===== src/rtl/stall_wd_pkg.sv =====
package stall_wd_pkg;
  typedef enum logic [1:0] {
    ST_OK     = 2'd0,
    ST_TOGGLE = 2'd1,
    ST_RESET  = 2'd2
  } wd_status_e;
endpackage


===== src/rtl/stall_wd_snap.sv =====
module stall_wd_snap #(
  parameter int W = 32
) (
  input  logic         clk_i,
  input  logic         rst_ni,
  input  logic         load_i,
  input  logic [W-1:0] cnt_i,
  output logic         changed_o
);
  logic [W-1:0] snap_q;

  always_ff @(posedge clk_i or negedge rst_ni) begin
    if (!rst_ni)     snap_q <= '0;
    else if (load_i) snap_q <= cnt_i;
  end

  assign changed_o = (cnt_i != snap_q);
endmodule


===== src/rtl/stall_wd_decide.sv =====
module stall_wd_decide
  import stall_wd_pkg::*;
#(
  parameter int ESC_LIMIT = 4
) (
  input  logic       clk_i,
  input  logic       rst_ni,
  input  logic       enable_i,
  input  logic       tick_i,
  input  logic       progress_i,
  input  logic       sop_nz_i,
  input  logic       drop_chg_i,
  output logic       sample_drop_o,
  output wd_status_e status_o,
  output logic       toggle_req_o,
  output logic       reset_req_o
);
  localparam int ESC_W = $clog2(ESC_LIMIT + 2);
  localparam logic [ESC_W-1:0] ESC_MAX = ESC_W'(ESC_LIMIT);

  logic             fire;
  logic [ESC_W-1:0] esc_q, esc_d;
  logic             sop_zero_q, sop_zero_d;
  wd_status_e       status_q, status_d;
  logic             tog_d, rst_d, smp_drop;

  assign fire = tick_i & enable_i;

  always_comb begin
    status_d   = ST_OK;
    esc_d      = esc_q;
    sop_zero_d = sop_zero_q;
    tog_d      = 1'b0;
    rst_d      = 1'b0;
    smp_drop   = 1'b0;
    if (progress_i) begin
      esc_d      = '0;
      sop_zero_d = 1'b0;  // unsampled start-of-packet counts as nonzero
    end else if (sop_nz_i) begin
      sop_zero_d = 1'b0;
    end else begin
      smp_drop   = 1'b1;
      sop_zero_d = 1'b1;
      if (drop_chg_i && sop_zero_q) begin
        if (esc_q <= ESC_MAX) begin
          status_d = ST_TOGGLE;
          tog_d    = 1'b1;
          esc_d    = esc_q + 1'b1;
        end else begin
          status_d = ST_RESET;
          rst_d    = 1'b1;
          esc_d    = '0;
        end
      end else begin
        esc_d = '0;
      end
    end
  end

  always_ff @(posedge clk_i or negedge rst_ni) begin
    if (!rst_ni) begin
      esc_q        <= '0;
      sop_zero_q   <= 1'b0;
      status_q     <= ST_OK;
      toggle_req_o <= 1'b0;
      reset_req_o  <= 1'b0;
    end else if (!enable_i) begin
      esc_q        <= '0;
      sop_zero_q   <= ~sop_nz_i;
      status_q     <= ST_OK;
      toggle_req_o <= 1'b0;
      reset_req_o  <= 1'b0;
    end else if (fire) begin
      esc_q        <= esc_d;
      sop_zero_q   <= sop_zero_d;
      status_q     <= status_d;
      toggle_req_o <= tog_d;
      reset_req_o  <= rst_d;
    end else begin
      toggle_req_o <= 1'b0;
      reset_req_o  <= 1'b0;
    end
  end

  assign status_o      = status_q;
  assign sample_drop_o = smp_drop;

  AST_ESC_BOUND: assert property (@(posedge clk_i) disable iff (!rst_ni)
    esc_q <= ESC_MAX + 1'b1);
  AST_RESET_PAST_LIMIT: assert property (@(posedge clk_i) disable iff (!rst_ni)
    reset_req_o |-> ($past(esc_q) > ESC_MAX));
  AST_RESET_CLEARS_ESC: assert property (@(posedge clk_i) disable iff (!rst_ni)
    reset_req_o |-> (esc_q == '0));
  AST_PULSE_AFTER_TICK: assert property (@(posedge clk_i) disable iff (!rst_ni)
    (toggle_req_o || reset_req_o) |-> $past(tick_i && enable_i));
  AST_ONE_REQ: assert property (@(posedge clk_i) disable iff (!rst_ni)
    !(toggle_req_o && reset_req_o));
  AST_STATUS_HOLD: assert property (@(posedge clk_i) disable iff (!rst_ni)
    (enable_i && !tick_i) |=> $stable(status_q));
endmodule


===== src/rtl/stall_wd_mon.sv =====
module stall_wd_mon
  import stall_wd_pkg::*;
#(
  parameter int CNT_W     = 32,
  parameter int ESC_LIMIT = 4
) (
  input  logic             clk_i,
  input  logic             rst_ni,
  input  logic             enable_i,
  input  logic             tick_i,
  input  logic [CNT_W-1:0] tx_frames_i,
  input  logic [CNT_W-1:0] rx_pause_i,
  input  logic [CNT_W-1:0] sop_cnt_i,
  input  logic [CNT_W-1:0] drop_cnt_i,
  output logic [1:0]       status_o,
  output logic             toggle_req_o,
  output logic             reset_req_o
);
  localparam int NUM_PROG = 2;

  logic                 fire, prog_load, drop_load, sample_drop, drop_chg, progress;
  logic [CNT_W-1:0]     prog_cnt [NUM_PROG];
  logic [NUM_PROG-1:0]  prog_chg;
  wd_status_e           status;

  assign fire        = tick_i & enable_i;
  assign prog_load   = ~enable_i | fire;
  assign drop_load   = ~enable_i | (fire & sample_drop);
  assign prog_cnt[0] = tx_frames_i;
  assign prog_cnt[1] = rx_pause_i;
  assign progress    = |prog_chg;

  for (genvar g = 0; g < NUM_PROG; g++) begin : g_prog
    stall_wd_snap #(.W(CNT_W)) u_snap (
      .clk_i     (clk_i),
      .rst_ni    (rst_ni),
      .load_i    (prog_load),
      .cnt_i     (prog_cnt[g]),
      .changed_o (prog_chg[g])
    );
  end

  stall_wd_snap #(.W(CNT_W)) u_drop_snap (
    .clk_i     (clk_i),
    .rst_ni    (rst_ni),
    .load_i    (drop_load),
    .cnt_i     (drop_cnt_i),
    .changed_o (drop_chg)
  );

  stall_wd_decide #(.ESC_LIMIT(ESC_LIMIT)) u_decide (
    .clk_i         (clk_i),
    .rst_ni        (rst_ni),
    .enable_i      (enable_i),
    .tick_i        (tick_i),
    .progress_i    (progress),
    .sop_nz_i      (|sop_cnt_i),
    .drop_chg_i    (drop_chg),
    .sample_drop_o (sample_drop),
    .status_o      (status),
    .toggle_req_o  (toggle_req_o),
    .reset_req_o   (reset_req_o)
  );

  assign status_o = status;

  AST_IDLE_QUIET: assert property (@(posedge clk_i) disable iff (!rst_ni)
    !enable_i |=> (status_o == 2'd0 && !toggle_req_o && !reset_req_o));
  AST_TOGGLE_CODE: assert property (@(posedge clk_i) disable iff (!rst_ni)
    toggle_req_o |-> (status_o == 2'd1));
  AST_RESET_CODE: assert property (@(posedge clk_i) disable iff (!rst_ni)
    reset_req_o |-> (status_o == 2'd2));
  AST_PROGRESS_QUIET: assert property (@(posedge clk_i) disable iff (!rst_ni)
    (fire && progress) |=> (status_o == 2'd0 && !toggle_req_o && !reset_req_o));
endmodule


===== config.mk =====
export PLATFORM = sky130hd
export DESIGN_NAME = stall_wd_mon
export DESIGN_NICKNAME = d
export VERILOG_FILES = /design/src/rtl/stall_wd_pkg.sv /design/src/rtl/stall_wd_snap.sv /design/src/rtl/stall_wd_decide.sv /design/src/rtl/stall_wd_mon.sv
export SDC_FILE = /design/constraint.sdc
export NUM_CORES = 1
export LEC_CHECK = 0
export BUFFER_PORTS_ARGS = -buffer_cell sky130_fd_sc_hd__buf_4
export CELL_PAD_IN_SITES_DETAIL_PLACEMENT = 1
export CELL_PAD_IN_SITES_GLOBAL_PLACEMENT = 1
export CORE_MARGIN = 5
export CORE_UTILIZATION = 40
export DETAILED_ROUTE_END_ITERATION = 10
export PLACE_DENSITY = 0.82
export REMOVE_ABC_BUFFERS = 1
export SLEW_MARGIN = 20
export SYNTH_ARGS = -nofsm -noshare
export SYNTH_HDL_FRONTEND = slang
export SYNTH_SLANG_ARGS = --single-unit

===== constraint.sdc =====
create_clock -name clk_i -period 3.3 [get_ports clk_i]
set_clock_uncertainty 0.2 [all_clocks]
set_input_delay 0 -clock clk_i [delete_from_list [all_inputs] [get_ports clk_i]]
set_output_delay 0 -clock clk_i [all_outputs]
set_load 0.02 [all_outputs]

==> results.md, run 1 <==
* Status: finished, final reports clean
* Reg2reg start: g_prog[1].u_snap.snap_q[11]
* Post-synth top area share at 49.7%
* Worst path most repeated cell: dlygate4sd3_1
* Initial antenna violation count at 1
* First-pass GRT wire length at 29.5 mm
* Met1 wire length at 6.49 mm
* Ys flop type: dfrtp_1
* Critical path data required time at 3380 ps
* Power per cell area at 390 nW/um^2
* Async SR Flop Fraction at 100%
* Die height at 124 um
* CTS max path bufs at 2
* Post-synthesis sequential area ratio at 49.7%
* FF+latch count, synth at 104
* Max-Cap Viols at 0
* Post-route DRC at 0
* Top layer in use: met4
* Total core area at 12700 um^2
* Clk slew on worst S/H paths at 70 ps
* Met2 Wirelength at 10.5 mm
* Worst Path Max Fanout at 3
* CP Capture Type: register
* Row cnt at 41
* Post-DR wirelength/cell at 18.8 um
* Origin of the worst min-delay path: sop_cnt_i[10]
* Startpoint types: input port
* Slowest cell delay on critical path at 640 ps
* HPWL after detailed placement at 10.5 mm
* Vias at 4762
* Skew-Pair Late Insertion Delay at 360 ps
* H-Tree Depth at 3
* Number of routed nets with antenna violations at 0
* Initial DRT Pass Iterations at 4
* Overall power at 3.14 mW
* RSZ-0062 raised after global routing: false
* DR iter-0 viols at 230
* Die ar. at 15500 um^2
* Nets@finish at 921
* Area growth syn-to-layout at 53.7%
* GRT overflow at 0
* Worst Path Class, Setup: input port to register
* CP Launch Point: sop_cnt_i[29]
* Layout cells sized above 1 at 24.2%
* Starting density of the core at 41.2%
* Gr usage total at 23.7%
* Final setup fails at 0
* Fin crit period at 3160 ps
* CTS Buf Count at 9
* Final Instance Area at 8060 um^2
* Total number of clock tree sinks at 104
* Post-Route Setup TNS at 0 ps
* Max-slew violation count at 0
* Worst-case vdd ir drop at 0.457 mV
* Core Util, Final at 63.3%
* Crit-path slowest cell: dlygate4sd3_1
* Worst-Margin Slew at 969 ps
* Drt via density at 4.93
* Largest net degree at the start of global routing at 73
* Num ports at 136
* Synth warn at 0
* Final worst-path cycle share at 95.8%
* Top post-synthesis cells by area: dfrtp_1 50%, xor2_1 16%, nand2_1 14%
* LEAKAGE at 3.98 nW
* Placed cell areas at 6450 um^2
* Mean Syn Cell Area at 10.1 um^2
* Synth unique cells at 29
* PortBufs at 135
* Post-Synthesis Cells at 517
* Crit-path cells: dlygate4sd3_1 -> buf_4 -> nor4_1 -> dlygate4sd3_1 -> nand4_1 -> dlygate4sd3_1 -> or4_1 -> nor3b_1 -> o211ai_1 -> o21ai_0
* Synthesized area at 5240 um^2
* Chip Width at 124 um
* Slew margin rel. at 35.4%
* Total wire length at 18.1 mm
* Routability cong. at 0.727
* Achievable frequency at 0.316 GHz
* Worst EP arrival at 3240 ps
* Worst-case hold slack at 43.7 ps
* Number of global-route vias before repair at 5704
* Root Driver: clkbuf_16
* Yosys top cell by area: dfrtp_1
* Buffer and inverter count on the worst path at 4
* Post-synth EDFFs at 0
* Class of the worst hold path: input port to register
* Final hold viol count at 0
* TritonCTS clock tree: yes
* Crit path max-delay family: buffers and inverters
* Met3 routed WL at 558 um
==> registers in the layout, summed over array words and instances (netlist names) <==
name,count
g_prog.u_snap.snap_q,64
u_drop_snap.snap_q,32
u_decide.esc_q,3
u_decide.status_o,2
u_decide.reset_req_o,1
u_decide.sop_zero_q,1
u_decide.toggle_req_o,1
==> worst paths after layout <==
check,end,slack (ps),cells past startpoint
setup reg to reg,u_decide.sop_zero_q,350,8
hold / removal,u_decide.reset_req_o,40,6
hold reg to reg,g_prog[0].u_snap.snap_q[20],290,2
min in group asynchronous,g_prog[0].u_snap.snap_q[22],130,2
setup / recovery,u_decide.esc_q[2],140,10
max in group asynchronous,u_drop_snap.snap_q[4],2040,3
==> routing by layer <==
layer | vias to the layer above | global-route usage, %
met5 | - | 0
met4 | 0 | 7.74
met3 | 33 | 5.15
met2 | 113 | 46.9
met1 | 2389 | 24.2
li1 | 2227 | -
==> cells by family (layout without fill, tap and decap cells) <==
| kind of cell | after synthesis | count (layout) | synth area share, % |
|---|---|---|---|
| XOR/XNOR | 96 | 96 | 16.0 |
| buffers and inverters | 21 | 296 | 2.44 |
| AO/OA/AOI/OAI | 9 | 9 | 1.46 |
| flip-flops | 104 | 104 | 49.7 |
| other | 0 | 1 | 0 |
| multiplexers | 34 | 34 | 9.41 |
| adder cells (fa/ha/maj) | 2 | 2 | 0.477 |
| AND/OR/NAND/NOR | 251 | 251 | 20.5 |
==> cell type report <==
type | instances | area, um^2
fill | 1412 | 4670
sequential | 104 | 2600
multi-input combinational | 392 | 2530
timing repair buffer | 275 | 2420
clock buffer | 13 | 250
tap | 172 | 215
inverter | 5 | 18.8
clock inverter | 3 | 17.5
antenna | 1 | 2.50
==> power by group <==
group	switching, mW	leakage (nW)	internal [mW]	total, mW
registers	0.0870	1.25	1.38	1.47
clock network	0.478	0.130	0.532	1.01
logic	0.282	2.60	0.381	0.662
==> through the flow <==
stage / worst slack, ps / instances
after floorplan: 411 / 501
after global placement: 511 / 815
after detailed placement: 459 / 815
after CTS: 143 / 964
after global routing: 64.8 / 965
final: 138 / 965
==> worst register-to-register path, stage by stage (launching register included) <==
cell	delay, ps
dfrtp_1	400
xor2_1	170
nor4_1	450
nand4_1	240
nor4_4	370
buf_4	210
nand3_1	140
o221ai_1	130
dlygate4sd3_1	590
==> what timing repair did <==
item | CTS | global route
endpoints found under the setup margin | 0 | 1
setup buffers | 0 | 0
hold buffers | 133 | 0
resized for setup | 0 | 1
hold endpoints to repair | 175 | 0
==> layout by cell type, fill, tap and decap left out, types with 2 or more instances in the layout <==
| master | n |
|---|---|
| dfrtp_1 | 104 |
| nand3_1 | 3 |
| buf_12 | 2 |
| nand2_1 | 198 |
| clkinv_2 | 2 |
| mux2_4 | 30 |
| mux2_2 | 2 |
| nor4_1 | 31 |
| clkbuf_16 | 9 |
| clkbuf_1 | 3 |
| dlygate4sd3_1 | 133 |
| nand4_1 | 7 |
| mux2i_1 | 2 |
| buf_4 | 140 |
| ha_1 | 2 |
| o21ai_0 | 2 |
| inv_1 | 5 |
| nor2_1 | 2 |
| xor2_1 | 96 |
| nor3_1 | 2 |
==> synth_stat cells, types with 2 or more instances <==
master and number:
buf_1 2, buf_12 3, clkbuf_1 11, dfrtp_1 104
ha_1 2, inv_1 5, mux2_2 2, mux2_4 30
mux2i_1 2, nand2_1 199, nand3_1 3, nand4_1 7
nor2_1 3, nor3_1 2, nor4_1 32, o21ai_0 2
xor2_1 96
(Power assumes the default switching activity.)
==> inputs of run 2 (changes only) <==
--- a/config.mk
+++ b/config.mk
@@ -10,7 +10,9 @@
 export CELL_PAD_IN_SITES_GLOBAL_PLACEMENT = 1
 export CORE_MARGIN = 5
 export CORE_UTILIZATION = 40
+export CTS_BUF_LIST = sky130_fd_sc_hd__clkbuf_8 sky130_fd_sc_hd__clkbuf_16
 export DETAILED_ROUTE_END_ITERATION = 10
+export MAX_ROUTING_LAYER = met4
 export PLACE_DENSITY = 0.82
 export REMOVE_ABC_BUFFERS = 1
 export SLEW_MARGIN = 20
==> run 2 against run 1 <==
Against the previous run: via count about the same; routed wire length grew 0.30%; count of clock-buffer cells in the layout down 3; critical path type unchanged; critical endpoint unchanged.
==> results.md, run 2 (synthesis results as in run 1) <==
* Die height at 124 um (unchanged)
* Layout cells sized above 1 at 24.1% (-0.13 points)
* Largest net degree at the start of global routing at 73 (unchanged)
* Final setup fails at 0 (unchanged)
* LEAKAGE at 4.00 nW (+0.30%)
* Chip Width at 124 um (unchanged)
* Status: finished, final reports clean
* Critical path data required time at 3370 ps (about the same)
* Reg2reg start: g_prog[1].u_snap.snap_q[11]
* Row cnt at 41 (unchanged)
* Most frequent cells in the layout: 198 x nand2_1, 140 x buf_4, 133 x dlygate4sd3_1
* Biggest register: g_prog.u_snap.snap_q
* Achievable frequency at 0.317 GHz (about the same)
* Power per cell area at 388 nW/um^2 (-0.32%)
* Worst Path Max Fanout at 3 (unchanged)
* Gr usage total at 24.4% (+0.74 points)
* Worst Path Class, Setup: input port to register
* Startpoint types: input port
* Origin of the worst min-delay path: sop_cnt_i[10]
* Number of global-route vias before repair at 5682 (-0.39%)
* Worst Hold End: u_decide.reset_req_o
* First-pass GRT wire length at 29.6 mm (+0.28%)
* Worst-case vdd ir drop at 0.455 mV (-0.63%)
* Die ar. at 15500 um^2 (unchanged)
* Biggest regs: g_prog.u_snap.snap_q (64), u_drop_snap.snap_q (32), u_decide.esc_q (3)
* Root Driver: clkbuf_16
* Vias at 4765 (+0.063%)
* HPWL after detailed placement at 10.5 mm (unchanged)
* DR iter-0 viols at 277 (+20%)
* Area growth syn-to-layout at 53.6% (about the same)
* Routability cong. at 0.735 (+1.2%)
* Initial antenna violation count at 1 (unchanged)
* Worst-Margin Slew at 967 ps (-1.44 ps)
* Total core area at 12700 um^2 (unchanged)
* TritonCTS clock tree: yes
* Max-slew violation count at 0 (unchanged)
* Nets@finish at 921 (unchanged)
* Worst r2r dst: u_decide.sop_zero_q
* Worst-case hold slack at 47.5 ps (+3.88 ps)
* Largest register FFs at 64 (unchanged)
* Number of routed nets with antenna violations at 0 (unchanged)
* PortBufs at 135 (unchanged)
* Post-CTS setup buffers at 0 (unchanged)
* CP Capture Type: register
* Placed cells at 815 (unchanged)
* Post-Route Setup TNS at 0 ps (unchanged)
* Class of the worst hold path: input port to register
* Max-Cap Viols at 0 (unchanged)
* Total number of clock tree sinks at 104 (unchanged)
* Fin crit period at 3160 ps (-2.59 ps)
* Final hold viol count at 0 (unchanged)
* RSZ-0062 raised after global routing: false
* Final worst-path cycle share at 95.7% (about the same)
* Worst EP arrival at 3230 ps (about the same)
* Num ports at 136 (unchanged)
* Skew-Pair Late Insertion Delay at 360 ps (about the same)
* Filler cells at 1414 (+0.14%)
* Post-route DRC at 0 (unchanged)
* Post-DR wirelength/cell at 18.8 um (+0.30%)
* Starting density of the core at 41.2% (unchanged)
* Final Instance Count excl. Fillers at 965 (unchanged)
* Overall power at 3.13 mW (-0.39%)
* Drt via density at 4.94 (about the same)
* Hold path cells at 6 (unchanged)
* Commonest non-fill, non-tap cell in the layout: nand2_1
* Clk slew on worst S/H paths at 70 ps (about the same)
* CTS max path bufs at 2 (unchanged)
* R2r worst-path depth at 8 (unchanged)
* R2R setup slack at 370 ps (+20 ps)
* H-Tree Depth at 3 (unchanged)
* CTS Buf Count at 9 (unchanged)
* GRT overflow at 0 (unchanged)
* Initial DRT Pass Iterations at 4 (unchanged)
* Total wire length at 18.2 mm (+0.30%)
* Slew margin rel. at 35.5% (+0.096 points)
[run 2: layout make-up]
class / count / area [um^2] / area share (%)
flip-flops and latches: 104 / 2600 / 32.3
multi-input cells: 392 / 2520 / 31.3
repair buffers: 275 / 2420 / 30.1
clock buffers: 10 / 239 / 2.97
well taps: 172 / 215 / 2.67
clock inverters: 6 / 28.8 / 0.357
inverters: 5 / 18.8 / 0.233
diodes: 1 / 2.50 / 0.0311
[run 2: per-stage QoR]
step | setup WS (ps) | util, % | cell area [um^2]
floorplan | 411 | - | 5130
global placement | 511 | 50.7 | 6450
detailed placement | 459 | 50.7 | 6450
CTS | 143 | 63.3 | 8050
global route | 0.741 | 63.3 | 8050
finish | 141 | 63.3 | 8050
[run 2: report_power, final]
| part | leakage, nW | total, mW | internal, mW | switching, mW |
|---|---|---|---|---|
| logic | 2.60 | 0.662 | 0.381 | 0.282 |
| registers | 1.25 | 1.47 | 1.38 | 0.0873 |
| clock network | 0.142 | 0.997 | 0.522 | 0.475 |
| total | 4.00 | 3.13 | 2.28 | 0.844 |
[run 2: what timing repair did]
action | 4_1_cts | 5_1_grt
hold buffers | 133 | 0
resized for setup | 0 | 0
endpoints found under the hold margin | 175 | 0
[run 2: critical path: stages]
cell and delay (ps):
dlygate4sd3_1 540, buf_4 130, nor4_1 160, dlygate4sd3_1 580, nand4_1 200, dlygate4sd3_1 640
or4_1 590, nor3b_1 210, o211ai_1 100, o21ai_0 80
[run 2: worst max path at each step]
stage / start / endpoint / slack [ps]
6_report: sop_cnt_i[29] / u_decide.esc_q[2] / 140
5_1_grt: sop_cnt_i[14] / u_decide.esc_q[2] / 0.7
4_1_cts: sop_cnt_i[29] / u_decide.esc_q[2] / 140
3_5_place_dp: g_prog[1].u_snap.snap_q[4] / u_drop_snap.snap_q[29] / 460
3_3_place_gp: g_prog[1].u_snap.snap_q[4] / u_drop_snap.snap_q[0] / 510
2_1_floorplan: enable_i / u_decide.esc_q[2] / 410
[run 2: routing by layer]
metal	wire length (um)	vias to the layer above	GRT usage, %
met2	10600	112	46.9
li1	-	2226	-
met4	437	0	7.54
met5	0	-	-
met3	511	30	4.67
met1	6620	2397	24.8
